$ cat config.mk
export PLATFORM = sky130hd
export DESIGN_NAME = pe_prio_cpuif
export DESIGN_NICKNAME = d
export VERILOG_FILES = /design/src/rtl/pe_prio_pkg.sv /design/src/rtl/pe_prio_stack.sv /design/src/rtl/pe_act_table.sv /design/src/rtl/pe_prio_gate.sv /design/src/rtl/pe_prio_cpuif.sv
export SDC_FILE = /design/constraint.sdc
export NUM_CORES = 1
export LEC_CHECK = 0
export ABC_AREA = 0
export ABC_CLOCK_PERIOD_IN_PS = 11870
export BUFFER_PORTS_ARGS = -buffer_cell sky130_fd_sc_hd__buf_2
export CORE_AREA = 4 4 96 98
export CTS_BUF_LIST = sky130_fd_sc_hd__clkbuf_8
export CTS_CLUSTER_SIZE = 24
export DETAILED_ROUTE_END_ITERATION = 8
export DIE_AREA = 0 0 100 102
export GPL_TIMING_DRIVEN = 0
export PLACE_DENSITY = 0.83
export SETUP_SLACK_MARGIN = 0.02
export SLEW_MARGIN = 20
export SYNTH_ARGS = -nofsm -noshare
export SYNTH_HDL_FRONTEND = slang
export SYNTH_SLANG_ARGS = --single-unit
$ cat constraint.sdc
create_clock -name clk -period 11.87 [get_ports clk]
set_clock_uncertainty 0.05 [all_clocks]
set_input_delay 0.5935 -clock clk [delete_from_list [all_inputs] [get_ports clk]]
set_output_delay 0.5935 -clock clk [all_outputs]
set_load 0.02 [all_outputs]
$ cat src/rtl/pe_prio_pkg.sv
package pe_prio_pkg;
  localparam int unsigned SPUR_ID = 1023;
  localparam int unsigned GRP_CNT = 2;
endpackage

$ cat src/rtl/pe_prio_stack.sv
module pe_prio_stack #(
  parameter int unsigned PRIO_W = 8,
  parameter int unsigned DEPTH  = 4
) (
  input  logic              clk,
  input  logic              rst,
  input  logic              push,
  input  logic              pop,
  input  logic [PRIO_W-1:0] push_prio,
  output logic [PRIO_W-1:0] top_prio,
  output logic              empty,
  output logic              full
);
  localparam int unsigned IDX_W = $clog2(DEPTH);
  localparam int unsigned CNT_W = $clog2(DEPTH + 1);

  logic [PRIO_W-1:0] prio_q [DEPTH];
  logic [CNT_W-1:0]  cnt_q;

  assign empty = (cnt_q == '0);
  assign full  = (cnt_q == CNT_W'(DEPTH));

  always_ff @(posedge clk) begin
    if (push && !full && !pop)
      prio_q[IDX_W'(cnt_q)] <= push_prio;
  end

  always_ff @(posedge clk) begin
    if (rst)
      cnt_q <= '0;
    else if (pop && !empty)
      cnt_q <= cnt_q - CNT_W'(1);
    else if (push && !full)
      cnt_q <= cnt_q + CNT_W'(1);
  end

  assign top_prio = empty ? {PRIO_W{1'b1}} : prio_q[IDX_W'(cnt_q - CNT_W'(1))];
endmodule

$ cat src/rtl/pe_act_table.sv
module pe_act_table #(
  parameter int unsigned ID_W  = 10,
  parameter int unsigned DEPTH = 4
) (
  input  logic            clk,
  input  logic            rst,
  input  logic            alloc,
  input  logic [ID_W-1:0] alloc_id,
  input  logic            free,
  input  logic [ID_W-1:0] free_id,
  output logic            hit,
  output logic            full
);
  logic [DEPTH-1:0] valid_vec;
  logic [DEPTH-1:0] hit_vec;
  logic [DEPTH-1:0] sel_vec;

  always_comb begin
    logic found;
    found   = 1'b0;
    sel_vec = '0;
    for (int i = 0; i < DEPTH; i++) begin
      if (!valid_vec[i] && !found) begin
        sel_vec[i] = 1'b1;
        found      = 1'b1;
      end
    end
  end

  for (genvar s = 0; s < DEPTH; s++) begin : g_slot
    logic            v_q;
    logic [ID_W-1:0] id_q;

    always_ff @(posedge clk) begin
      if (rst)
        v_q <= 1'b0;
      else if (free && hit_vec[s])
        v_q <= 1'b0;
      else if (alloc && sel_vec[s])
        v_q <= 1'b1;
    end

    always_ff @(posedge clk) begin
      if (alloc && sel_vec[s])
        id_q <= alloc_id;
    end

    assign valid_vec[s] = v_q;
    assign hit_vec[s]   = v_q && (id_q == free_id);
  end

  assign hit  = |hit_vec;
  assign full = &valid_vec;
endmodule

$ cat src/rtl/pe_prio_gate.sv
module pe_prio_gate #(
  parameter int unsigned PRIO_W = 8,
  parameter int unsigned BP_W   = 3
) (
  input  logic              pend_valid,
  input  logic [PRIO_W-1:0] pend_prio,
  input  logic              pend_grp,
  input  logic [1:0]        grp_en,
  input  logic [PRIO_W-1:0] prio_mask,
  input  logic [BP_W-1:0]   bin_point,
  input  logic [PRIO_W-1:0] run_prio,
  input  logic              room,
  output logic              qualify
);
  logic [PRIO_W-1:0] gmask;
  logic              beats_run;

  assign gmask     = {PRIO_W{1'b1}} << bin_point;
  assign beats_run = (pend_prio & gmask) < (run_prio & gmask);
  assign qualify   = pend_valid && grp_en[pend_grp] && (pend_prio < prio_mask)
                     && beats_run && room;
endmodule

$ cat src/rtl/pe_prio_cpuif.sv
module pe_prio_cpuif
  import pe_prio_pkg::*;
#(
  parameter int unsigned ID_W   = 10,
  parameter int unsigned PRIO_W = 8,
  parameter int unsigned BP_W   = 3,
  parameter int unsigned DEPTH  = 4
) (
  input  logic              clk,
  input  logic              rst,
  input  logic              pend_valid_i,
  input  logic [ID_W-1:0]   pend_id_i,
  input  logic [PRIO_W-1:0] pend_prio_i,
  input  logic              pend_grp_i,
  input  logic [1:0]        grp_en_i,
  input  logic [PRIO_W-1:0] prio_mask_i,
  input  logic [BP_W-1:0]   bin_point_i,
  input  logic              eoi_split_i,
  input  logic              ack_req_i,
  input  logic              eoi_req_i,
  input  logic [ID_W-1:0]   eoi_id_i,
  input  logic              deact_req_i,
  input  logic [ID_W-1:0]   deact_id_i,
  output logic              irq_o,
  output logic              ack_valid_o,
  output logic [ID_W-1:0]   ack_id_o,
  output logic [PRIO_W-1:0] run_prio_o,
  output logic              deact_valid_o,
  output logic [ID_W-1:0]   deact_id_o
);
  logic              stk_empty, stk_full, act_full, act_hit;
  logic [PRIO_W-1:0] top_prio;
  logic              qualify, do_ack, do_push, do_pop;
  logic              rm_req, do_free;
  logic [ID_W-1:0]   rm_id;

  assign do_ack  = ack_req_i && !eoi_req_i;
  assign do_push = do_ack && qualify;
  assign do_pop  = eoi_req_i;
  assign rm_req  = eoi_split_i ? deact_req_i : eoi_req_i;
  assign rm_id   = eoi_split_i ? deact_id_i  : eoi_id_i;
  assign do_free = rm_req && act_hit;

  pe_prio_gate #(.PRIO_W(PRIO_W), .BP_W(BP_W)) u_gate (
    .pend_valid (pend_valid_i),
    .pend_prio  (pend_prio_i),
    .pend_grp   (pend_grp_i),
    .grp_en     (grp_en_i),
    .prio_mask  (prio_mask_i),
    .bin_point  (bin_point_i),
    .run_prio   (top_prio),
    .room       (!stk_full && !act_full),
    .qualify    (qualify)
  );

  pe_prio_stack #(.PRIO_W(PRIO_W), .DEPTH(DEPTH)) u_stack (
    .clk       (clk),
    .rst       (rst),
    .push      (do_push),
    .pop       (do_pop),
    .push_prio (pend_prio_i),
    .top_prio  (top_prio),
    .empty     (stk_empty),
    .full      (stk_full)
  );

  pe_act_table #(.ID_W(ID_W), .DEPTH(DEPTH)) u_act (
    .clk      (clk),
    .rst      (rst),
    .alloc    (do_push),
    .alloc_id (pend_id_i),
    .free     (rm_req),
    .free_id  (rm_id),
    .hit      (act_hit),
    .full     (act_full)
  );

  always_ff @(posedge clk) begin
    if (rst) begin
      irq_o         <= 1'b0;
      ack_valid_o   <= 1'b0;
      ack_id_o      <= ID_W'(SPUR_ID);
      deact_valid_o <= 1'b0;
      deact_id_o    <= '0;
    end else begin
      irq_o         <= qualify;
      ack_valid_o   <= do_ack;
      if (do_ack)
        ack_id_o    <= do_push ? pend_id_i : ID_W'(SPUR_ID);
      deact_valid_o <= do_free;
      if (do_free)
        deact_id_o  <= rm_id;
    end
  end

  assign run_prio_o = top_prio;

  logic unused_ok;
  assign unused_ok = stk_empty;
endmodule

==> results of run 1 <==
[Yosys cell counts, drive strengths merged, types with 7 or more instances]
master	number	share of area [%]
xor2	10	1.7
mux4	8	3.6
ha	19	4.7
nand3	7	0.69
nor3	23	2.3
nor2	33	2.5
a31oi	10	1.2
mux2	11	3.1
dfxtp	30	12
edfxtp	72	43
inv	14	1.0
mux2i	12	4.7
clkbuf	11	0.82
nor2b	13	1.6
nand2	9	0.67
and2	8	1.0
or2	7	0.87
xnor2	30	5.2
[final cells by class]
cell class | count | area share, %
Buffer | 15 | 1.53
Clock buffer | 9 | 2.13
Clock inverter | 7 | 1.20
Inverter | 14 | 0.903
Multi-Input combinational cell | 258 | 36.9
Sequential cell | 102 | 47.5
Tap cell | 108 | 2.32
Timing Repair Buffer | 88 | 7.57
[worst max-delay path, delay by kind of cell, from the launching register on]
family	cells	cell delay [ns]
fa+ha+maj	2	0.66
buf+inv	3	1.35
mux	1	0.38
simple gates	4	1.37
compound gates	4	1.16
flops	1	0.46
[how the worst max path moves through the flow]
stage	from	end	slack [ns]	cells past startpoint
floorplan	u_stack.cnt_q[0]$_SDFFE_PP0P_	u_act.g_slot[1].id_q[0]$_DFFE_PP_	7.13	14
global placement	u_stack.cnt_q[0]$_SDFFE_PP0P_	u_act.g_slot[1].id_q[3]$_DFFE_PP_	6.22	14
detailed placement	u_stack.cnt_q[0]$_SDFFE_PP0P_	u_act.g_slot[1].id_q[5]$_DFFE_PP_	6.12	14
CTS	u_stack.cnt_q[0]$_SDFFE_PP0P_	u_act.g_slot[1].id_q[7]$_DFFE_PP_	6.07	14
global route	u_stack.cnt_q[0]$_SDFFE_PP0P_	u_act.g_slot[1].id_q[7]$_DFFE_PP_	5.67	14
finish	u_stack.cnt_q[0]$_SDFFE_PP0P_	u_act.g_slot[1].id_q[7]$_DFFE_PP_	6.06	14
[routing by layer]
| metal | wire, µm | track usage (%) |
|---|---|---|
| met1 | 4600 | 29.6 |
| met2 | 5180 | 36.0 |
| met4 | 153 | 7.25 |
| met5 | 0 | 0 |
| met3 | 809 | 4.30 |
[registers in the layout, summed over array words and instances (netlist names)]
signal,cells
u_stack.prio_q,32
deact_id_o,10
irq_o,1
u_stack.cnt_q,3
u_act.g_slot.v_q,4
deact_valid_o,1
u_act.g_slot.id_q,40
ack_id_o,10
ack_valid_o,1
[kinds of logic (layout without fill, tap and decap cells)]
logic type / count (synthesis) / in the layout / synth area share (%)
AOI/OAI and AO/OA: 45 / 45 / 6.87
and+or+nand+nor: 123 / 123 / 12.6
adders and majority gates: 19 / 19 / 4.71
buffers and inverters: 29 / 133 / 2.80
xor gates and xnor gates: 40 / 40 / 6.94
muxes: 31 / 31 / 11.4
DFF: 102 / 102 / 54.7
[power by group]
| part | switching [mW] | internal, mW |
|---|---|---|
| registers | 0.00744 | 0.388 |
| logic | 0.144 | 0.102 |
| clock network | 0.128 | 0.0821 |
[stage by stage]
step | std cells | cell area, µm² | power (mW) | setup slack [ns]
after floorplan | 389 | 5050 | 0.572 | 7.13
after global placement | 585 | 5620 | 0.638 | 6.22
after detailed placement | 585 | 5620 | 0.646 | 6.12
after CTS | 601 | 5820 | 0.853 | 6.07
after global routing | 601 | 5820 | 0.897 | 5.67
final | 601 | 5820 | 0.851 | 6.06
==> impl_metrics.py, run 1 <==
metrics = {
    "synth": {
        "async_flop_share_pct": 0,
        "ys_seq_area_share_pct": 54.7,
        "syn_avg_cell_area_um2": 13.0,
        "ys_warn_count": 0,
        "synth_cell_type_count": 43,
        "synth_area_um2": 5050,
        "synth_edf_count": 72,
        "syn_inst": 389,
        "ys.flop_type": "edfxtp_1",
        "syn_nets": 467,
        "ys_ff_latch": 102,
    },
    "status": {
        "status": "finished, final reports clean",
    },
    "clock_tree": {
        "cts.sinks": 102,
        "cts_tree": "yes",
        "cts-root-buf": "clkbuf_8",
        "htreeDepth": 3,
        "post_cts.repair.setup_buffers": 0,
        "cts_resized": 0,
        "ctsLongestPathBuffers": 2,
        "clkLatencyLatePin_ns": 0.36,
        "clk_pin_slew_worst_paths_ns": 0.10,
        "cts_made_buffers": 9,
        "ctsHoldBuffers": 0,
    },
    "routing": {
        "routed_wl_um": 10700,
        "vias_per_cell": 5.74,
        "drt_iter0_drc": 233,
        "drc": 0,
        "ant_nets": 0,
        "vias": 3450,
        "wl_per_cell_um": 17.9,
        "firstDrtPassIters": 4,
    },
    "worst_setup_path": {
        "worstPathArrival_ns": 5.75,
        "slowest_delay_ns": 0.74,
        "path_cells": "buf_1 > inv_1 > ha_1 > clkbuf_1 > mux4_2 > or2_2 > nand2_1 > ha_1 > a21o_1 > a21o_1 > a2111oi_2 > and2_1 > o2111ai_1 > nor2_1",
        "cp_data_required_time_ns": 11.81,
        "r2r_slack_ns": 6.06,
        "crit_type": "reg -> reg",
        "r2r_cells": 14,
        "reg2reg_to": "u_act.g_slot[1].id_q[7]$_DFFE_PP_",
        "crit_path_start_kind": "flip-flop",
        "critical_path.max_fanout": 10,
        "endpoint_kind": "flip-flop",
        "r2r-start": "u_stack.cnt_q[0]$_SDFFE_PP0P_",
        "cp_slowest_cell": "nor2_1",
    },
    "timing": {
        "timing.hold.ws_ns": 0.407,
        "tightest_slew_ns": 0.924,
        "rsz0062_at_grt": "no",
        "fmax_ghz": 0.172,
        "relSlewSlack_pct": 38.2,
        "final_hold_viol_count": 0,
        "fin_crit_ns": 5.81,
        "tns_ns": 0,
        "setup_viol": 0,
        "period_share_pct": 48.9,
        "drv_slew": 0,
    },
    "finish": {
        "syn2layout_area_growth_pct": 15.2,
        "multi_input_area_um2": 2140,
        "nets": 566,
        "layout_common_cells": "buf_2, edfxtp_1, nor2_1",
        "utilization_pct": 68.7,
        "drive_gt1_share_pct": 29.6,
        "regArea_um2": 2760,
        "num-fill-cells": 631,
        "antenna_cells": 0,
        "final_common_cell": "buf_2",
    },
    "pwr": {
        "leakage_nw": 2.18,
        "ir_drop_mv": 0.0676,
        "cellPowerDensity_nw_per_um2": 146,
    },
    "global_route": {
        "grt_use_total_pct": 21.9,
        "grt_first_pass_wirelength_um": 17000,
        "grt_pass1_vias": 3441,
        "grt_overflow": 0,
        "grt_max_degree": 21,
        "grt_antenna_before_repair": 0,
    },
    "placement": {
        "portBuffers": 88,
        "hpwl_um": 8110,
        "gp_congestion": 0.825,
    },
    "min_path": {
        "worstHoldStart": "pend_id_i[8]",
        "worstHoldPathType": "in -> reg",
        "hold_depth": 1,
        "holdPathEnd": "u_act.g_slot[2].id_q[8]$_DFFE_PP_",
    },
    "die": {
        "initial_core_util_pct": 59.6,
        "core_um2": 8470,
        "dieArea_um2": 10200,
        "die_height_um": 102,
        "io_pins": 90,
        "die-width_um": 100,
        "core.rowCount": 34,
    },
    "job": {
        "maxCapViolations": 0,
    },
}
No activity file was read; power rests on OpenSTA's default activity.
==> run 2: changes to the inputs <==
--- a/config.mk
+++ b/config.mk
@@ -6,15 +6,15 @@
 export NUM_CORES = 1
 export LEC_CHECK = 0
 export ABC_AREA = 0
-export ABC_CLOCK_PERIOD_IN_PS = 11870
+export ABC_CLOCK_PERIOD_IN_PS = 5000
 export BUFFER_PORTS_ARGS = -buffer_cell sky130_fd_sc_hd__buf_2
-export CORE_AREA = 4 4 96 98
+export CORE_AREA = 4 4 104 106
 export CTS_BUF_LIST = sky130_fd_sc_hd__clkbuf_8
 export CTS_CLUSTER_SIZE = 24
 export DETAILED_ROUTE_END_ITERATION = 8
-export DIE_AREA = 0 0 100 102
+export DIE_AREA = 0 0 108 110
 export GPL_TIMING_DRIVEN = 0
-export PLACE_DENSITY = 0.83
+export PLACE_DENSITY = 0.75
 export SETUP_SLACK_MARGIN = 0.02
 export SLEW_MARGIN = 20
 export SYNTH_ARGS = -nofsm -noshare
==> constraint.sdc (replaced) <==
create_clock -name clk -period 5 [get_ports clk]
set_clock_uncertainty 0.05 [all_clocks]
set_input_delay 0.25 -clock clk [delete_from_list [all_inputs] [get_ports clk]]
set_output_delay 0.25 -clock clk [all_outputs]
set_load 0.02 [all_outputs]
==> run 2 against run 1 <==
Effect of this change: total power up 140%; via count down 1.6%; first-iteration DRC count down 1.3%; final cell count up 4.0%; worst setup slack worse by 5.7 ns; fmax up 26%; wire length up 2.4%; clock power up 140%; sequential share of layout area down 0.51 points; combinational power up 140%; clock-buffer cell count unchanged; register-to-register slack worse by 5.7 ns; critical path type unchanged; largest power group unchanged.
==> impl_metrics.py, run 2 (synthesis results as in run 1) <==
metrics = {
    "timing": {
        "fmax_ghz": 0.217,
        "setup_ws_ns": 0.401,
        "final_hold_viol_count": 0,
        "fin_crit_ns": 4.60,
        "setup_viol": 0,
        "tightest_slew_ns": 0.673,
        "period_share_pct": 92.0,
        "rsz0062_at_grt": "no",
        "relSlewSlack_pct": 53.9,
        "tns_ns": 0,
        "drv_slew": 0,
    },
    "finish": {
        "final_common_cell": "buf_2",
        "reg_top3": "u_act.g_slot.id_q (40), u_stack.prio_q (32)",
        "fin_area_um2": 5880,
        "antenna_cells": 0,
        "nets": 565,
        "syn2layout_area_growth_pct": 16.5,
        "utilization_pct": 60.2,
        "largest_reg_flops": 40,
        "drive_gt1_share_pct": 31.3,
        "layout_common_cells": "buf_2, edfxtp_1, nor2_1, xnor2_1, dfxtp_1",
        "regMostFlops": "u_act.g_slot.id_q",
    },
    "worst_setup_path": {
        "endpoint_kind": "flip-flop",
        "path_buf_inv": 2,
        "cp_data_required_time_ns": 4.98,
        "slowest_delay_ns": 0.52,
        "cp_slowest_cell": "a2111oi_4",
        "critPathTopFamily": "compound AO/OA/AOI/OAI gates",
        "crit_path_start_kind": "flip-flop",
        "crit_type": "reg -> reg",
        "critPathMostFrequentCell": "a21o_1",
        "worstPathArrival_ns": 4.58,
        "path_cells": "buf_2 > inv_1 > ha_2 > mux4_2 > or2_2 > nand2_1 > ha_1 > a21o_1 > a21o_1 > a2111oi_4 > o211a_1 > and3_1",
        "critical_path.max_fanout": 12,
    },
    "die": {
        "io_pins": 90,
        "core.rowCount": 36,
        "core_um2": 9770,
        "die-width_um": 108,
        "die_height_um": 110,
        "initial_core_util_pct": 51.7,
        "dieArea_um2": 11900,
    },
    "clock_tree": {
        "clk_pin_slew_worst_paths_ns": 0.11,
        "cts_tree": "yes",
        "cts-root-buf": "clkbuf_8",
        "clkLatencyLatePin_ns": 0.37,
        "cts.sinks": 102,
        "post_cts.repair.setup_buffers": 0,
        "htreeDepth": 3,
        "ctsLongestPathBuffers": 2,
        "cts_made_buffers": 9,
    },
    "global_route": {
        "grt_overflow": 0,
        "grt_antenna_before_repair": 0,
        "grt_max_degree": 20,
        "grt_use_total_pct": 19.3,
        "grt_first_pass_wirelength_um": 17300,
        "grt_pass1_vias": 3335,
    },
    "pwr": {
        "cellPowerDensity_nw_per_um2": 342,
        "ir_drop_mv": 0.163,
        "leakage_nw": 2.18,
    },
    "routing": {
        "drt_iter0_drc": 230,
        "wl_per_cell_um": 17.6,
        "vias_per_cell": 5.43,
        "firstDrtPassIters": 4,
        "ant_nets": 0,
        "routed_wl_um": 11000,
        "drc": 0,
        "vias": 3395,
    },
    "placement": {
        "portBuffers": 88,
        "detailedPlace.worstSlack_ns": -0.819,
        "hpwl_um": 8170,
        "dpl_cell_area_um2": 5660,
        "gp_congestion": 0.868,
    },
    "min_path": {
        "worstHoldPathType": "in -> reg",
    },
    "job": {
        "maxCapViolations": 0,
    },
    "status": {
        "status": "finished, final reports clean",
    },
}
==> run 2: cell types whose count changed in the layout (fill, tap and decap cells not counted), moves of 2 or more <==
cell    change
and3_1      -3
and3_2      +3
nor2_1      -3
nor2_4      +2
==> run 2: path summary, 6_finish.rpt <==
| path | start | slack (ns) | endpoint | cells after the start |
|---|---|---|---|---|
| hold reg to reg | ack_id_o[3]$_SDFFE_PP1P_ | 0.50 | ack_id_o[3]$_SDFFE_PP1P_ | 2 |
| setup / recovery | u_stack.cnt_q[0]$_SDFFE_PP0P_ | 0.40 | u_stack.prio_q[3][6]$_DFFE_PP_ | 12 |
| hold / removal | pend_id_i[0] | 0.06 | u_act.g_slot[1].id_q[0]$_DFFE_PP_ | 1 |
| setup reg to reg | u_stack.cnt_q[0]$_SDFFE_PP0P_ | 0.40 | u_stack.prio_q[3][6]$_DFFE_PP_ | 12 |
==> run 2: worst register-to-register path, stage by stage, from the launching register on <==
cell	delay, ns
dfxtp_1	0.47
buf_2	0.35
inv_1	0.15
ha_2	0.52
mux4_2	0.33
or2_2	0.30
nand2_1	0.06
ha_1	0.23
a21o_1	0.16
a21o_1	0.20
a2111oi_4	0.52
o211a_1	0.41
and3_1	0.49
==> run 2: cell type report <==
class                      count  area, µm²
sequential                   102       2760
multi-input combinational    258       2180
clock inverter                 7       67.6
inverter                      14       52.6
tap                          133        166
timing repair buffer          88        440
clock buffer                   9        124
buffer                        14       86.3
fill                         791       3890
==> run 2: report_power, final <==
| part | internal, mW | total, mW | leakage [nW] | switching (mW) |
|---|---|---|---|---|
| Clock | 0.192 | 0.494 | 0.0936 | 0.301 |
| Sequential | 0.921 | 0.939 | 0.891 | 0.0178 |
| Combinational | 0.247 | 0.582 | 1.19 | 0.334 |
==> run 2: layer usage <==
layer,up-vias,GRT usage [%],routed length [µm]
met5,-,0,0
met3,15,3.67,812
met4,0,7.12,190
met1,1628,27.3,4890
met2,116,29.9,5110
li1,1636,-,-
==> run 2: per-stage QoR <==
step	hold slack (ns)	instances	power, mW
global route	0.0575	625	2.12
detailed placement	0.442	610	1.53
finish	0.0630	625	2.01
floorplan	0.299	389	1.36
global placement	0.435	610	1.52
CTS	0.0514	625	2.01
==> run 2: repair_timing <==
action | 4_1_cts | 5_1_grt
setup endpoints to repair | 84 | 82
resized for setup | 6 | 5
hold buffers | 0 | 0
endpoints found under the hold margin | 0 | 0
